--- config.mk ---
export PLATFORM = sky130hd
export DESIGN_NAME = usb_ls_rx
export DESIGN_NICKNAME = d
export VERILOG_FILES = /design/src/rtl/usb_ls_rx_pkg.sv /design/src/rtl/usb_ls_rx_sync.sv /design/src/rtl/usb_ls_rx_decode.sv /design/src/rtl/usb_ls_rx_bytes.sv /design/src/rtl/usb_ls_rx.sv
export SDC_FILE = /design/constraint.sdc
export NUM_CORES = 1
export LEC_CHECK = 0
export BUFFER_PORTS_ARGS = -buffer_cell sky130_fd_sc_hd__clkbuf_2
export CAP_MARGIN = 20
export CORE_MARGIN = 2
export CORE_UTILIZATION = 40
export DETAILED_ROUTE_END_ITERATION = 7
export GPL_TIMING_DRIVEN = 0
export PLACE_DENSITY = 0.65
export SLEW_MARGIN = 10
export SYNTH_ARGS = -nofsm -noshare
export SYNTH_HDL_FRONTEND = slang
export SYNTH_SLANG_ARGS = --single-unit
export TNS_END_PERCENT = 100
--- constraint.sdc ---
create_clock -name clk_i -period 1.7 [get_ports clk_i]
set_input_delay 0.17 -clock clk_i [delete_from_list [all_inputs] [get_ports clk_i]]
set_output_delay 0.17 -clock clk_i [all_outputs]
set_load 0.005 [all_outputs]
--- src/rtl/usb_ls_rx_pkg.sv ---
package usb_ls_rx_pkg;
  localparam int STUFF_RUN = 6;

  typedef enum logic [1:0] {
    ST_IDLE = 2'd0,
    ST_HUNT = 2'd1,
    ST_RX   = 2'd2
  } rx_state_e;
endpackage

--- src/rtl/usb_ls_rx_sync.sv ---
module usb_ls_rx_sync
  import usb_ls_rx_pkg::*;
#(
  parameter int BIT_CLKS = 12,
  parameter int HUNT_TO  = 30
) (
  input  logic clk_i,
  input  logic rst_ni,
  input  logic dp_i,
  input  logic dm_i,
  output logic samp_o,
  output logic start_o
);
  localparam int HALF  = BIT_CLKS / 2;
  localparam int K2_AT = HALF + BIT_CLKS;
  localparam int CW    = $clog2(HUNT_TO + 1);
  localparam int PW    = $clog2(BIT_CLKS);

  rx_state_e       state_q;
  logic [CW-1:0]   cnt_q;
  logic [PW-1:0]   ph_q;
  logic            dm_q;

  logic fall, is_k, se0;
  assign fall = dm_q & ~dm_i & dp_i;
  assign is_k = dp_i & ~dm_i;
  assign se0  = ~dp_i & ~dm_i;

  assign samp_o  = (state_q == ST_RX) && (ph_q == '0);
  assign start_o = (state_q == ST_HUNT) && !fall && (cnt_q == CW'(K2_AT)) && is_k;

  always_ff @(posedge clk_i or negedge rst_ni) begin
    if (!rst_ni) begin
      state_q <= ST_IDLE;
      cnt_q   <= '0;
      ph_q    <= '0;
      dm_q    <= 1'b1;
    end else begin
      dm_q <= dm_i;
      unique case (state_q)
        ST_IDLE: begin
          if (fall) begin
            state_q <= ST_HUNT;
            cnt_q   <= CW'(1);
          end
        end
        ST_HUNT: begin
          // newest edge always re-locks the phase, even on the limit cycle
          if (fall) begin
            cnt_q <= CW'(1);
          end else if (cnt_q == CW'(HALF) && !is_k) begin
            state_q <= ST_IDLE;
          end else if (cnt_q == CW'(K2_AT) && is_k) begin
            state_q <= ST_RX;
            ph_q    <= PW'(1);
          end else if (cnt_q == CW'(K2_AT) && se0) begin
            state_q <= ST_IDLE;
          end else if (cnt_q >= CW'(HUNT_TO)) begin
            state_q <= ST_IDLE;
          end else begin
            cnt_q <= cnt_q + CW'(1);
          end
        end
        ST_RX: begin
          ph_q <= (ph_q == PW'(BIT_CLKS - 1)) ? '0 : ph_q + PW'(1);
          if (samp_o && se0) state_q <= ST_IDLE;
        end
        default: state_q <= ST_IDLE;
      endcase
    end
  end

  AST_HUNT_BOUND: assert property (@(posedge clk_i) disable iff (!rst_ni)
    (state_q == ST_HUNT) |-> (cnt_q <= CW'(HUNT_TO)));
  AST_START_ONCE: assert property (@(posedge clk_i) disable iff (!rst_ni)
    start_o |=> (state_q == ST_RX && !start_o));
  AST_EDGE_WINS: assert property (@(posedge clk_i) disable iff (!rst_ni)
    (state_q == ST_HUNT && fall) |=> (state_q == ST_HUNT && cnt_q == CW'(1)));
endmodule

--- src/rtl/usb_ls_rx_decode.sv ---
module usb_ls_rx_decode
  import usb_ls_rx_pkg::*;
(
  input  logic clk_i,
  input  logic rst_ni,
  input  logic start_i,
  input  logic samp_i,
  input  logic dp_i,
  input  logic dm_i,
  output logic bit_vld_o,
  output logic bit_o,
  output logic stuff_o,
  output logic stuff_err_o,
  output logic se0_o
);
  localparam int OW = $clog2(STUFF_RUN + 1);

  logic          prev_dm_q;
  logic [OW-1:0] ones_q;
  logic          se0, live, at_run;

  assign se0    = ~dp_i & ~dm_i;
  assign live   = samp_i & ~se0;
  assign at_run = (ones_q == OW'(STUFF_RUN));

  assign bit_o       = (dm_i == prev_dm_q);
  assign stuff_o     = live & at_run;
  assign bit_vld_o   = live & ~at_run;
  assign stuff_err_o = stuff_o & bit_o;
  assign se0_o       = samp_i & se0;

  always_ff @(posedge clk_i or negedge rst_ni) begin
    if (!rst_ni) begin
      prev_dm_q <= 1'b0;
      ones_q    <= '0;
    end else if (start_i) begin
      prev_dm_q <= 1'b0;      // line is K at end of sync
      ones_q    <= OW'(1);    // last sync bit decodes as 1
    end else if (live) begin
      prev_dm_q <= dm_i;
      ones_q    <= (!at_run && bit_o) ? ones_q + OW'(1) : '0;
    end
  end

  AST_RUN_LIMIT: assert property (@(posedge clk_i) disable iff (!rst_ni)
    ones_q <= OW'(STUFF_RUN));
  AST_DROP_RESETS_RUN: assert property (@(posedge clk_i) disable iff (!rst_ni)
    (stuff_o && !start_i) |=> (ones_q == '0));
endmodule

--- src/rtl/usb_ls_rx_bytes.sv ---
module usb_ls_rx_bytes #(
  parameter int BUF_BYTES = 10
) (
  input  logic       clk_i,
  input  logic       rst_ni,
  input  logic       start_i,
  input  logic       bit_vld_i,
  input  logic       bit_i,
  input  logic       stuff_i,
  input  logic       stuff_err_i,
  input  logic       se0_i,
  output logic       byte_vld_o,
  output logic [7:0] byte_o,
  output logic       pid_vld_o,
  output logic       pkt_start_o,
  output logic       pkt_end_o,
  output logic       pkt_err_o
);
  localparam int NW = $clog2(BUF_BYTES + 1);

  logic [6:0]    sh_q;
  logic [2:0]    bcnt_q;
  logic          pid_done_q;
  logic [NW-1:0] nbytes_q;
  logic          err_q;
  logic [7:0]    data;

  assign data = {bit_i, sh_q};

  always_ff @(posedge clk_i or negedge rst_ni) begin
    if (!rst_ni) begin
      sh_q        <= '0;
      bcnt_q      <= '0;
      pid_done_q  <= 1'b0;
      nbytes_q    <= '0;
      err_q       <= 1'b0;
      byte_vld_o  <= 1'b0;
      byte_o      <= '0;
      pid_vld_o   <= 1'b0;
      pkt_start_o <= 1'b0;
      pkt_end_o   <= 1'b0;
      pkt_err_o   <= 1'b0;
    end else begin
      byte_vld_o  <= 1'b0;
      pid_vld_o   <= 1'b0;
      pkt_start_o <= start_i;
      pkt_end_o   <= 1'b0;
      pkt_err_o   <= 1'b0;
      if (start_i) begin
        sh_q       <= '0;
        bcnt_q     <= '0;
        pid_done_q <= 1'b0;
        nbytes_q   <= '0;
        err_q      <= 1'b0;
      end else if (se0_i) begin
        pkt_end_o <= 1'b1;
        pkt_err_o <= err_q | ~pid_done_q;
      end else begin
        if (stuff_err_i || (stuff_i && !pid_done_q)) err_q <= 1'b1;
        if (bit_vld_i) begin
          sh_q   <= data[7:1];
          bcnt_q <= bcnt_q + 3'd1;
          if (bcnt_q == 3'd7) begin
            if (!pid_done_q) begin
              pid_done_q <= 1'b1;
              byte_vld_o <= 1'b1;
              byte_o     <= data;
              if (data[7:4] == ~data[3:0]) pid_vld_o <= 1'b1;
              else                         err_q     <= 1'b1;
            end else if (nbytes_q == NW'(BUF_BYTES)) begin
              err_q <= 1'b1;
            end else begin
              nbytes_q   <= nbytes_q + NW'(1);
              byte_vld_o <= 1'b1;
              byte_o     <= data;
            end
          end
        end
      end
    end
  end

  AST_NO_OVERFLOW: assert property (@(posedge clk_i) disable iff (!rst_ni)
    nbytes_q <= NW'(BUF_BYTES));
  AST_PID_WITH_BYTE: assert property (@(posedge clk_i) disable iff (!rst_ni)
    pid_vld_o |-> (byte_vld_o && byte_o[7:4] == ~byte_o[3:0]));
  AST_ERR_AT_END: assert property (@(posedge clk_i) disable iff (!rst_ni)
    pkt_err_o |-> pkt_end_o);
  AST_END_ALONE: assert property (@(posedge clk_i) disable iff (!rst_ni)
    pkt_end_o |-> (!byte_vld_o && !pkt_start_o));
endmodule

--- src/rtl/usb_ls_rx.sv ---
module usb_ls_rx #(
  parameter int BIT_CLKS  = 12,
  parameter int HUNT_TO   = 30,
  parameter int BUF_BYTES = 10
) (
  input  logic       clk_i,
  input  logic       rst_ni,
  input  logic       dp_i,
  input  logic       dm_i,
  output logic       byte_vld_o,
  output logic [7:0] byte_o,
  output logic       pid_vld_o,
  output logic       pkt_start_o,
  output logic       pkt_end_o,
  output logic       pkt_err_o
);
  logic samp, start, bit_vld, bit_val, stuff, stuff_err, se0;

  usb_ls_rx_sync #(.BIT_CLKS(BIT_CLKS), .HUNT_TO(HUNT_TO)) u_sync (
    .clk_i   (clk_i),
    .rst_ni  (rst_ni),
    .dp_i    (dp_i),
    .dm_i    (dm_i),
    .samp_o  (samp),
    .start_o (start)
  );

  usb_ls_rx_decode u_decode (
    .clk_i       (clk_i),
    .rst_ni      (rst_ni),
    .start_i     (start),
    .samp_i      (samp),
    .dp_i        (dp_i),
    .dm_i        (dm_i),
    .bit_vld_o   (bit_vld),
    .bit_o       (bit_val),
    .stuff_o     (stuff),
    .stuff_err_o (stuff_err),
    .se0_o       (se0)
  );

  usb_ls_rx_bytes #(.BUF_BYTES(BUF_BYTES)) u_bytes (
    .clk_i       (clk_i),
    .rst_ni      (rst_ni),
    .start_i     (start),
    .bit_vld_i   (bit_vld),
    .bit_i       (bit_val),
    .stuff_i     (stuff),
    .stuff_err_i (stuff_err),
    .se0_i       (se0),
    .byte_vld_o  (byte_vld_o),
    .byte_o      (byte_o),
    .pid_vld_o   (pid_vld_o),
    .pkt_start_o (pkt_start_o),
    .pkt_end_o   (pkt_end_o),
    .pkt_err_o   (pkt_err_o)
  );
endmodule

; ---- After elaboration in Yosys (flattened, before gate mapping)
; Index checks and enable logic that the tools add are counted.
[classes]
n_reduce_logical = 30
mux = 67
n_eq_ne = 23
n_addsub = 5
bitwise_logic = 18
n_lt_le_gt_ge = 1
[op_table]
columns = cell, count
row1 = $mux W4, 10
row2 = $mux W1, 30
row3 = $mux W5, 6
row4 = $mux W7, 3
row5 = $mux W3, 6
row6 = $mux W8, 2
row7 = $mux W2, 7
row8 = $ne A3 B2 Y1 const B, 4
row9 = $reduce_bool A2 Y1, 6
row10 = $logic_and A1 B1 Y1, 10
row11 = $ne A2 B2 Y1 const B, 5
row12 = $pmux W5 S2, 1
row13 = $reduce_and A5 Y1, 2
row14 = $and A1 B1 Y1, 9
row15 = $add A4 B1 Y4 const B, 2
row16 = $eq A4 B4 Y1 const B, 2
row17 = $pmux W4 S2, 1
row18 = $reduce_and A4 Y1, 2
row19 = $not A1 Y1, 7
row20 = $add A3 B1 Y3 const B, 2
row21 = $eq A3 B3 Y1 const B, 2
row22 = $ne A2 B1 Y1 const B, 3
row23 = $pmux W2 S3, 1
row24 = $reduce_and A6 Y1, 1
row25 = 17 further kinds, 20
[word_totals]
out_inout_bits = 13
reg_bits = 45
elab_cells = 161
input_bits = 4

; ---- Depth between registers and ports, before layout
; Gate-level depths: netlist of run 1.
[logic_depth]
ltp_word = 14
depth_mapped = 7
depth_no_buf = 7

; ---- Cells and area by module
; A second synthesis of run 1 with hierarchy kept.
[hier_totals]
hier_cells = 222
hier_area_um2 = 2379.8
[by_module_without_submodules]
columns = mod, cells_per_inst, area_per_inst_um2, instances, seq_area_each_um2
row1 = usb_ls_rx_bytes, 116, 1326.3, 1, 725.7
row2 = usb_ls_rx_sync, 78, 767.0, 1, 301.5
row3 = usb_ls_rx_decode, 28, 286.5, 1, 100.1

; ---- Worst setup path after synthesis of run 1
; Ideal clock, no wire load.
[synth_path]
kind = flip-flop to flip-flop
from = register u_sync.cnt_q[0]
to = register u_sync.cnt_q[1]
t_arrival_ns = 1.638
slack_ns = -0.065
synth_period_minus_slack_ns = 1.765
stages_incl_launch_ff = 7
t_required_ns = 1.572
setup_ns = 0.128
path_buffers = 0
path_cell_list = dfrtp_1 > inv_1 > ha_1 > o211a_1 > o211a_2 > nor3_2 > mux2_1
[synth_via]
elab_chain_cells = 7
elab_cells_between_ends = 18
classes_between = 1 x add/sub / 1 x order compare / 6 x eq/ne / 6 x mux / 4 x reduce/logical
[synth_lines]
columns = element, line_no
row1 = start: declaration, usb_ls_rx_sync.sv:20  ; logic [CW-1:0] cnt_q;
row2 = start signal: assignment, usb_ls_rx_sync.sv:61  ; cnt_q <= cnt_q + CW'(1);
row3 = $add A5 B1 Y5, usb_ls_rx_sync.sv:61
row4 = $mux W5, usb_ls_rx_sync.sv:58  ; end else if (cnt_q >= CW'(HUNT_TO)) begin
row5 = $mux W5, usb_ls_rx_sync.sv:56  ; end else if (cnt_q == CW'(K2_AT) && se0) begin
row6 = $mux W5, usb_ls_rx_sync.sv:53  ; end else if (cnt_q == CW'(K2_AT) && is_k) begin
row7 = $mux W5, usb_ls_rx_sync.sv:51  ; end else if (cnt_q == CW'(HALF) && !is_k) begin
row8 = $mux W5, usb_ls_rx_sync.sv:49  ; if (fall) begin
row9 = $pmux W5 S2, usb_ls_rx_sync.sv:40  ; unique case (state_q)
; Several ways; a longest one is shown, not always the timed one. The select of a mux whose other input is x is not followed.
; A chain may end at the register's enable or synchronous reset.

; ---- Worst setup path after layout of run 1
[layout_path]
from = register u_sync.ph_q[0]
to = register u_bytes.byte_o[5]
[layout_via]
elab_chain_cells = 5
elab_cells_between_ends = 7
classes_between = 4 x bitwise / 3 x reduce/logical
[layout_lines]
columns = element, line_no
row1 = start: declaration, usb_ls_rx_sync.sv:21  ; logic [PW-1:0] ph_q;
row2 = start signal: assignment, usb_ls_rx_sync.sv:65  ; ph_q <= (ph_q == PW'(BIT_CLKS - 1)) ? '0 : ph_q + PW'(1);
row3 = $logic_not A4 Y1 *, usb_ls_rx_sync.sv:29  ; assign samp_o = (state_q == ST_RX) && (ph_q == '0);
row4 = $logic_and A1 B1 Y1 *, usb_ls_rx_sync.sv:29
row5 = "$and A1 B1 Y1, on equally long branches", "usb_ls_rx_decode.sv:23, usb_ls_rx_decode.sv:30"
row6 = $and A1 B1 Y1 or $not A1 Y1 (tied branches), --
row7 = $reduce_and A5 Y1 (no source line) *, --
row8 = end signal: assignment, usb_ls_rx_bytes.sv:67  ; byte_o <= data;
row9 = end signal: assignment, usb_ls_rx_bytes.sv:75  ; byte_o <= data;
row10 = end: declaration, usb_ls_rx_bytes.sv:13  ; output logic [7:0] byte_o,
; Every way passes the cells marked *; elsewhere a longest branch is shown, timed or not.

==> results of run 1 <==
-- cell usage after synthesis (all sizes together) (5+ instances only) --
cell type and instances:
a21oi 8, a22o 9, nand3 7, o21ai 7
o31ai 7, ha 10, xnor2 5, nand2 7
mux2i 6, dfrtp 44, mux2 10, nor2 6
inv 15
-- worst paths after layout --
kind | endpoint | depth (start not counted)
setup / recovery | u_bytes.byte_o[5] | 6
hold / removal | u_decode.prev_dm_q | 4
setup reg to reg | u_bytes.byte_o[5] | 6
hold reg to reg | u_bytes.pkt_err_o | 1
max in group asynchronous | u_sync.dm_q | 3
min in group asynchronous | u_bytes.sh_q[2] | 2
-- cell families (layout without fill, tap and decap cells) --
| kind of cell | count (synthesis) | in the layout |
|---|---|---|
| and+or+nand+nor | 54 | 54 |
| DFF | 45 | 45 |
| AOI/OAI and AO/OA | 43 | 44 |
| buffers and inverters | 21 | 72 |
| muxes | 16 | 16 |
| adders and majority gates | 10 | 10 |
| xor gates and xnor gates | 6 | 6 |
-- area by class of cell --
cell class | count | area share, %
Clock inverter | 3 | 2.30
Tap cell | 72 | 3.01
Inverter | 15 | 2.05
Multi-Input combinational cell | 130 | 41.3
Buffer | 6 | 1.21
Clock buffer | 5 | 2.30
Timing Repair Buffer | 43 | 10.2
Sequential cell | 45 | 37.7
-- per-stage QoR --
step | setup WS [ns] | TNS (ns)
after floorplan | -0.000290 | -0.000290
after global placement | -0.200 | -2.43
after detailed placement | -0.213 | -2.84
after CTS | -0.0467 | -0.276
after global routing | -0.0880 | -0.716
final | -0.0483 | -0.223
-- routing by layer --
| layer | share of wire (%) | up-vias |
|---|---|---|
| met1 | 47 | 867 |
| met5 | 0 | - |
| met2 | 48 | 18 |
| met3 | 2.6 | 8 |
| met4 | 2.2 | 0 |
| li1 | - | 821 |
-- worst min-delay path, delay by kind of cell --
family,cells,cell delay (ns)
and+or+nand+nor,2,0.11
buffers and inverters,2,0.27
-- sequential cells by signal, indices dropped and copies added, names as in the netlist --
register / cells
u_bytes.byte_o: 8
u_bytes.sh_q: 7
u_sync.cnt_q: 5
u_bytes.nbytes_q: 4
u_sync.ph_q: 4
u_bytes.bcnt_q: 3
u_decode.ones_q: 3
u_sync.state_q: 2
u_bytes.byte_vld_o: 1
u_bytes.err_q: 1
u_bytes.pid_done_q: 1
u_bytes.pid_vld_o: 1
u_bytes.pkt_end_o: 1
u_bytes.pkt_err_o: 1
u_bytes.pkt_start_o: 1
u_decode.prev_dm_q: 1
u_sync.dm_q: 1
-- power by group --
group          switching, uW  internal, uW  total, uW  leakage (uW)
registers                203          1270       1470      0.000589
logic                    559           675       1230      0.000784
clock network            392           592        984     0.0000687
total                   1150          2540       3690       0.00144
-- timing repair --
action | 4_1_cts | 5_1_grt
hold endpoints to repair | 20 | 0
hold buffers | 2 | 0
setup endpoints to repair | 26 | 23
pin swaps | 5 | 5
resized for setup | 20 | 17
buffers inserted | 20 | 6
gates cloned | 1 | 0
==> impl_results.md, run 1 <==
* Area share of the largest cell type after synthesis at 48.6%
* Initial antenna violation count at 0
* Syn Area/Cell at 11.6 sq um
* Ys async rst share at between 90% and 100%
* WL per Instance at 15.0 um
* Overall Power at 3690 uW
* Dpl cell area at between 2000 and 2500 sq um
* Setup slack, reg-to-reg at -0.05 ns
* Filler cells at just under 500
* Layout cells sized above 1 at 39.3%
* HP Class: input pin to flop
* Setup WS post-layout at -0.0483 ns
* Initial cell density of the core at between 40% and 50%
* Area grow syn2layout at 32.1%
* RSZ-0062 raised after global routing: yes
* PwrDens at approximately 1200 nW/um^2
* Hold Startpoint: dm_i
* Buffers plus inverters on the worst setup path at 1
* Core Util, Final at ~54%
* Most used DFF post-synth: dfrtp_1
* Drt initial violations at between 100 and 150
* Vias in the first global route at between 1.5k and 2k
* DRC Markers at 0
* Largest family of logic cells by synthesized area: simple AND/OR/NAND/NOR gates
* Sink Count at 45
* Commonest cells after routing, fill and taps aside: 42 x dfrtp_1, 24 x buf_4, 16 x clkbuf_2, 11 x inv_1
* Gr busiest metal: met2
* Storage cell area at approximately 1100 sq um
* Crit Path Class: flop to flop
* WP data arrival at ~1.9 ns
* Leak at approximately 0.0014 uW
* Drt via density at around 5.4
* Post-Synth Adder-Cell Area at between 5 and 6%
* Ant. Diodes at 0
* Crit. End Element: flop
* Post-Synth Simple-Gate Area at 17.1%
* Die W at approximately 80 um
* Cell Area, Synth at 2270 sq um
* Total number of vias at around 1.7k
* CP required at approximately 1.9 ns
* Clk_lat worst skew at 0.31 ns
* Die extent in y at 79.3 um
* Clock Pin Slew Worst Setup and Hold Paths at around 0.080 ns
* H-tree Lvls at 2
* Final nets at 260
* Root Driver: clkbuf_8
* Final ANT Viol Nets at 0
* XOR/XNOR share of the synthesized area at under 10%
* EDFF count, synth at 0
* Synth cell types at 54
* Main area contributors after synthesis: dfrtp_1 49%, ha_1 5.5%, mux2_1 4.5%
* Drt first pass iters at 4
* Crit-path leading delay family: simple AND/OR/NAND/NOR gates
* Clock skew at between 0.01 and 0.015 ns
* Failing checks: setup timing
* Slew Viols, Final at 0
* Design area at about 3000 sq um
* CP Max Fanout at 5
* Total congestion overflow at 0
* Startpoint types: flop
* Maximum clock frequency at between 500 and 600 MHz
* Area of the multi-input gates at around 1200 sq um
* Largest net degree at the start of global routing at 27
* Post-synth net total at roughly 210
* Synth Warn # at 0
* Grt met1 use at 22.0%
* Final non-filler cell total at around 320
* Period minus WS final at 1.75 ns
* # rows at 27
* Crit-path cells: inv_2 > ha_4 > and4bb_4 > and4_4 > o21ai_4 > mux2_4
* Endpoints failing setup at 9
* Worst IR drop on VDD at roughly 0.51 mV
* Total placed cells including tap cells at ~280
* GR Util met2 at 27.1%
* Status: finished, violations left
* Clock tree buffer depth at 2
* CTS tree: built
* CP max stage delay at ~0.4 ns
* Most common cell after layout, fill and taps aside: dfrtp_1
* Core area at about 5500 sq um
* Final Cycle Share at 103%
* Post-Syn Instances at just under 200
* Complex-gate fraction of the synthesized area at between 10% and 20%
* Max-cap violations at 0
* Routability cong. at ~0.78
* Number of port buffers at 16
* Hold Fails Final Rpt at 0
* Number of CTS-inserted buffers at 5
* GRT Total Usage at between 10% and 20%
* Critical Path Slowest Stage Cell: dfrtp_1
* Critical path launch point: u_sync.ph_q[0]
* Worst-Margin Slew at approximately 0.54 ns
* Yosys reg bits at between 40 and 50
* Die area at 6290 sq um
* Max-slew headroom at the worst pin at a little under two thirds
* Worst R2R Start: u_sync.ph_q[0]
* DP HPWL at around 3 mm
* Register area share after synthesis at roughly 50%
* First-pass GRT wire length at approximately 8 mm
* Fin Hold WS at about 0.29 ns
* Total Wirelength at roughly 4.8 mm
* Cell taking the most area after synthesis: dfrtp_1
* Post-synthesis mux area share at 7.62%
* GR Layer Usage met3 at a little under 4%
* I/O pin total at 17
Note: power is estimated with default switching activity, not from simulation.
==> inputs of run 2 (changes only) <==
Settings changed: RECOVER_POWER set to 25.
==> impl_results.md, run 2 (same netlist as run 1, synthesis figures left out) <==
* Setup WS post-layout at -0.0478 ns (+0.000471 ns)
* Crit Path Class: flop to flop
* I/O pin total at 17 (unchanged)
* Slew Viols, Final at 0 (unchanged)
* Min-Delay Path Depth at 4 (unchanged)
* PwrDens at 1230 nW/um^2 (about the same)
* Routability cong. at 0.781 (unchanged)
* Max reg flops at 8 (unchanged)
* Total congestion overflow at 0 (unchanged)
* Max-cap violations at 0 (unchanged)
* Fin Hold WS at 0.288 ns (+0.000169 ns)
* # rows at 27 (unchanged)
* Drt via density at 5.36 (-0.18%)
* Setup TNS at -0.219 ns (+0.00394 ns)
* Initial cell density of the core at 41.2% (unchanged)
* Die area at 6290 sq um (unchanged)
* Crit-path cells: inv_2 > ha_4 > and4bb_4 > and4_4 > o21ai_4 > mux2_4
* Worst R2R Start: u_sync.ph_q[0]
* Hold Startpoint: dm_i
* Most common cell after layout, fill and taps aside: dfrtp_1
* Worst-Margin Slew at 1.19 ns (+0.642 ns)
* Root Driver: clkbuf_8
* CP Max Fanout at 5 (unchanged)
* Clock Pin Slew Worst Setup and Hold Paths at 0.08 ns (about the same)
* Register bank with the most flops: u_bytes.byte_o
* Clock skew at 0.0113 ns (-0.0000116 ns)
* Startpoint types: flop
* Dpl cell area at 2490 sq um (unchanged)
* CP required at 1.90 ns (about the same)
* Core area at 5510 sq um (unchanged)
* Sink Count at 45 (unchanged)
* R2R Path End: u_bytes.byte_o[5]
* Critical path launch point: u_sync.ph_q[0]
* R2R cell count at 6 (unchanged)
* Max-slew headroom at the worst pin at 20.9% (-43 points)
* Crit-path leading delay family: simple AND/OR/NAND/NOR gates
* Final Cycle Share at 103% (about the same)
* Area grow syn2layout at 32.0% (about the same)
* Storage cell area at 1130 sq um (unchanged)
* HP Class: input pin to flop
* Vias in the first global route at 1695 (unchanged)
* Period minus WS final at 1.75 ns (-0.000471 ns)
* Final nets at 260 (unchanged)
* Clock tree buffer depth at 2 (unchanged)
* Number of port buffers at 16 (unchanged)
* Core Util, Final at 54.4% (about the same)
* Number of CTS-inserted buffers at 5 (unchanged)
* Die W at 79.3 um (unchanged)
* Design area at 2990 sq um (about the same)
* H-tree Lvls at 2 (unchanged)
* WL per Instance at 15.0 um (about the same)
* Worst IR drop on VDD at 0.507 mV (about the same)
* Top Registers: u_bytes.byte_o: 8 flops, u_bytes.sh_q: 7 flops, u_sync.cnt_q: 5 flops
* Crit. End Element: flop
* Buffers plus inverters on the worst setup path at 1 (unchanged)
* Total Wirelength at 4.78 mm (about the same)
* Total number of vias at 1711 (-0.18%)
* Ant. Diodes at 0 (unchanged)
* Hold Fails Final Rpt at 0 (unchanged)
* Die extent in y at 79.3 um (unchanged)
* Final ANT Viol Nets at 0 (unchanged)
* DRC Markers at 0 (unchanged)
* Clk_lat worst skew at 0.31 ns (about the same)
* Maximum clock frequency at 572 MHz (about the same)
* Drt initial violations at 104 (unchanged)
* GRT Total Usage at 16.9% (unchanged)
* Setup slack, reg-to-reg at -0.05 ns (about the same)
* End of the worst hold path: u_decode.prev_dm_q
* Drt first pass iters at 4 (unchanged)
* Critical Path Slowest Stage Cell: dfrtp_1
* First-pass GRT wire length at 8.21 mm (unchanged)
* Status: finished, violations left
* Leak at 0.00144 uW (-0.45%)
* CTS tree: built
* Failing checks: setup timing
* WP data arrival at 1.94 ns (about the same)
* Initial antenna violation count at 0 (unchanged)
* Layout cells sized above 1 at 38.5% (-0.81 points)
* Filler cells at 486 (+0.41%)
* Area of the multi-input gates at 1240 sq um (unchanged)
* Largest net degree at the start of global routing at 27 (unchanged)
* Commonest cells after routing, fill and taps aside: 42 x dfrtp_1, 24 x buf_4, 14 x clkbuf_2, 11 x inv_1
* CP max stage delay at 0.40 ns (about the same)
* Endpoints failing setup at 9 (unchanged)
* DP HPWL at 3.01 mm (unchanged)
* RSZ-0062 raised after global routing: yes
run 2: worst min-delay path: stages:
cell      delay [ns]
clkbuf_2        0.09
buf_2           0.18
nand2_1         0.07
nand2_1         0.04
run 2: layout make-up:
type | count | share of cell area [%]
buffer | 6 | 1.21
inverter | 15 | 2.05
clock inverter | 3 | 2.30
tap | 72 | 3.01
timing repair buffer | 43 | 10.1
sequential | 45 | 37.8
clock buffer | 5 | 2.30
multi-input combinational | 130 | 41.3
run 2: worst max path at each step:
stage | to | slack, ns | depth (start not counted)
after CTS | u_bytes.byte_o[6] | -0.05 | 6
after global placement | u_bytes.bcnt_q[0] | -0.20 | 7
after floorplan | u_sync.cnt_q[1] | -0.0003 | 6
final | u_bytes.byte_o[5] | -0.05 | 6
after detailed placement | u_bytes.bcnt_q[0] | -0.21 | 7
after global routing | u_bytes.byte_o[6] | -0.09 | 6
run 2: report_power, final:
group	total, uW	switching [uW]	internal (uW)
Clock	983	392	592
Combinational	1230	559	675
Sequential	1470	203	1270
Total	3690	1150	2540
run 2: per-stage QoR:
stage / setup WS (ns) / power, uW / std cells
2_1_floorplan: -0.000290 / 2110 / 195
3_3_place_gp: -0.200 / 2280 / 283
3_5_place_dp: -0.213 / 2320 / 284
4_1_cts: -0.0467 / 3580 / 315
5_1_grt: -0.0880 / 3940 / 319
6_report: -0.0478 / 3690 / 319
run 2: what timing repair did:
item	in CTS	in global routing
hold endpoints to repair	20	0
pin swaps	5	5
resized for setup	20	17
hold buffers	2	0
endpoints found under the setup margin	26	23
buffers inserted	20	6
gates cloned	1	0
run 2: per-layer routing:
metal  track usage [%]  vias to the layer above  share of wire, %
met5                 0                        -                 0
met4              7.24                        0               2.2
met3              3.86                        8               2.6
met2              27.1                       18                48
met1              22.0                      864                47
li1                  -                      821                 -
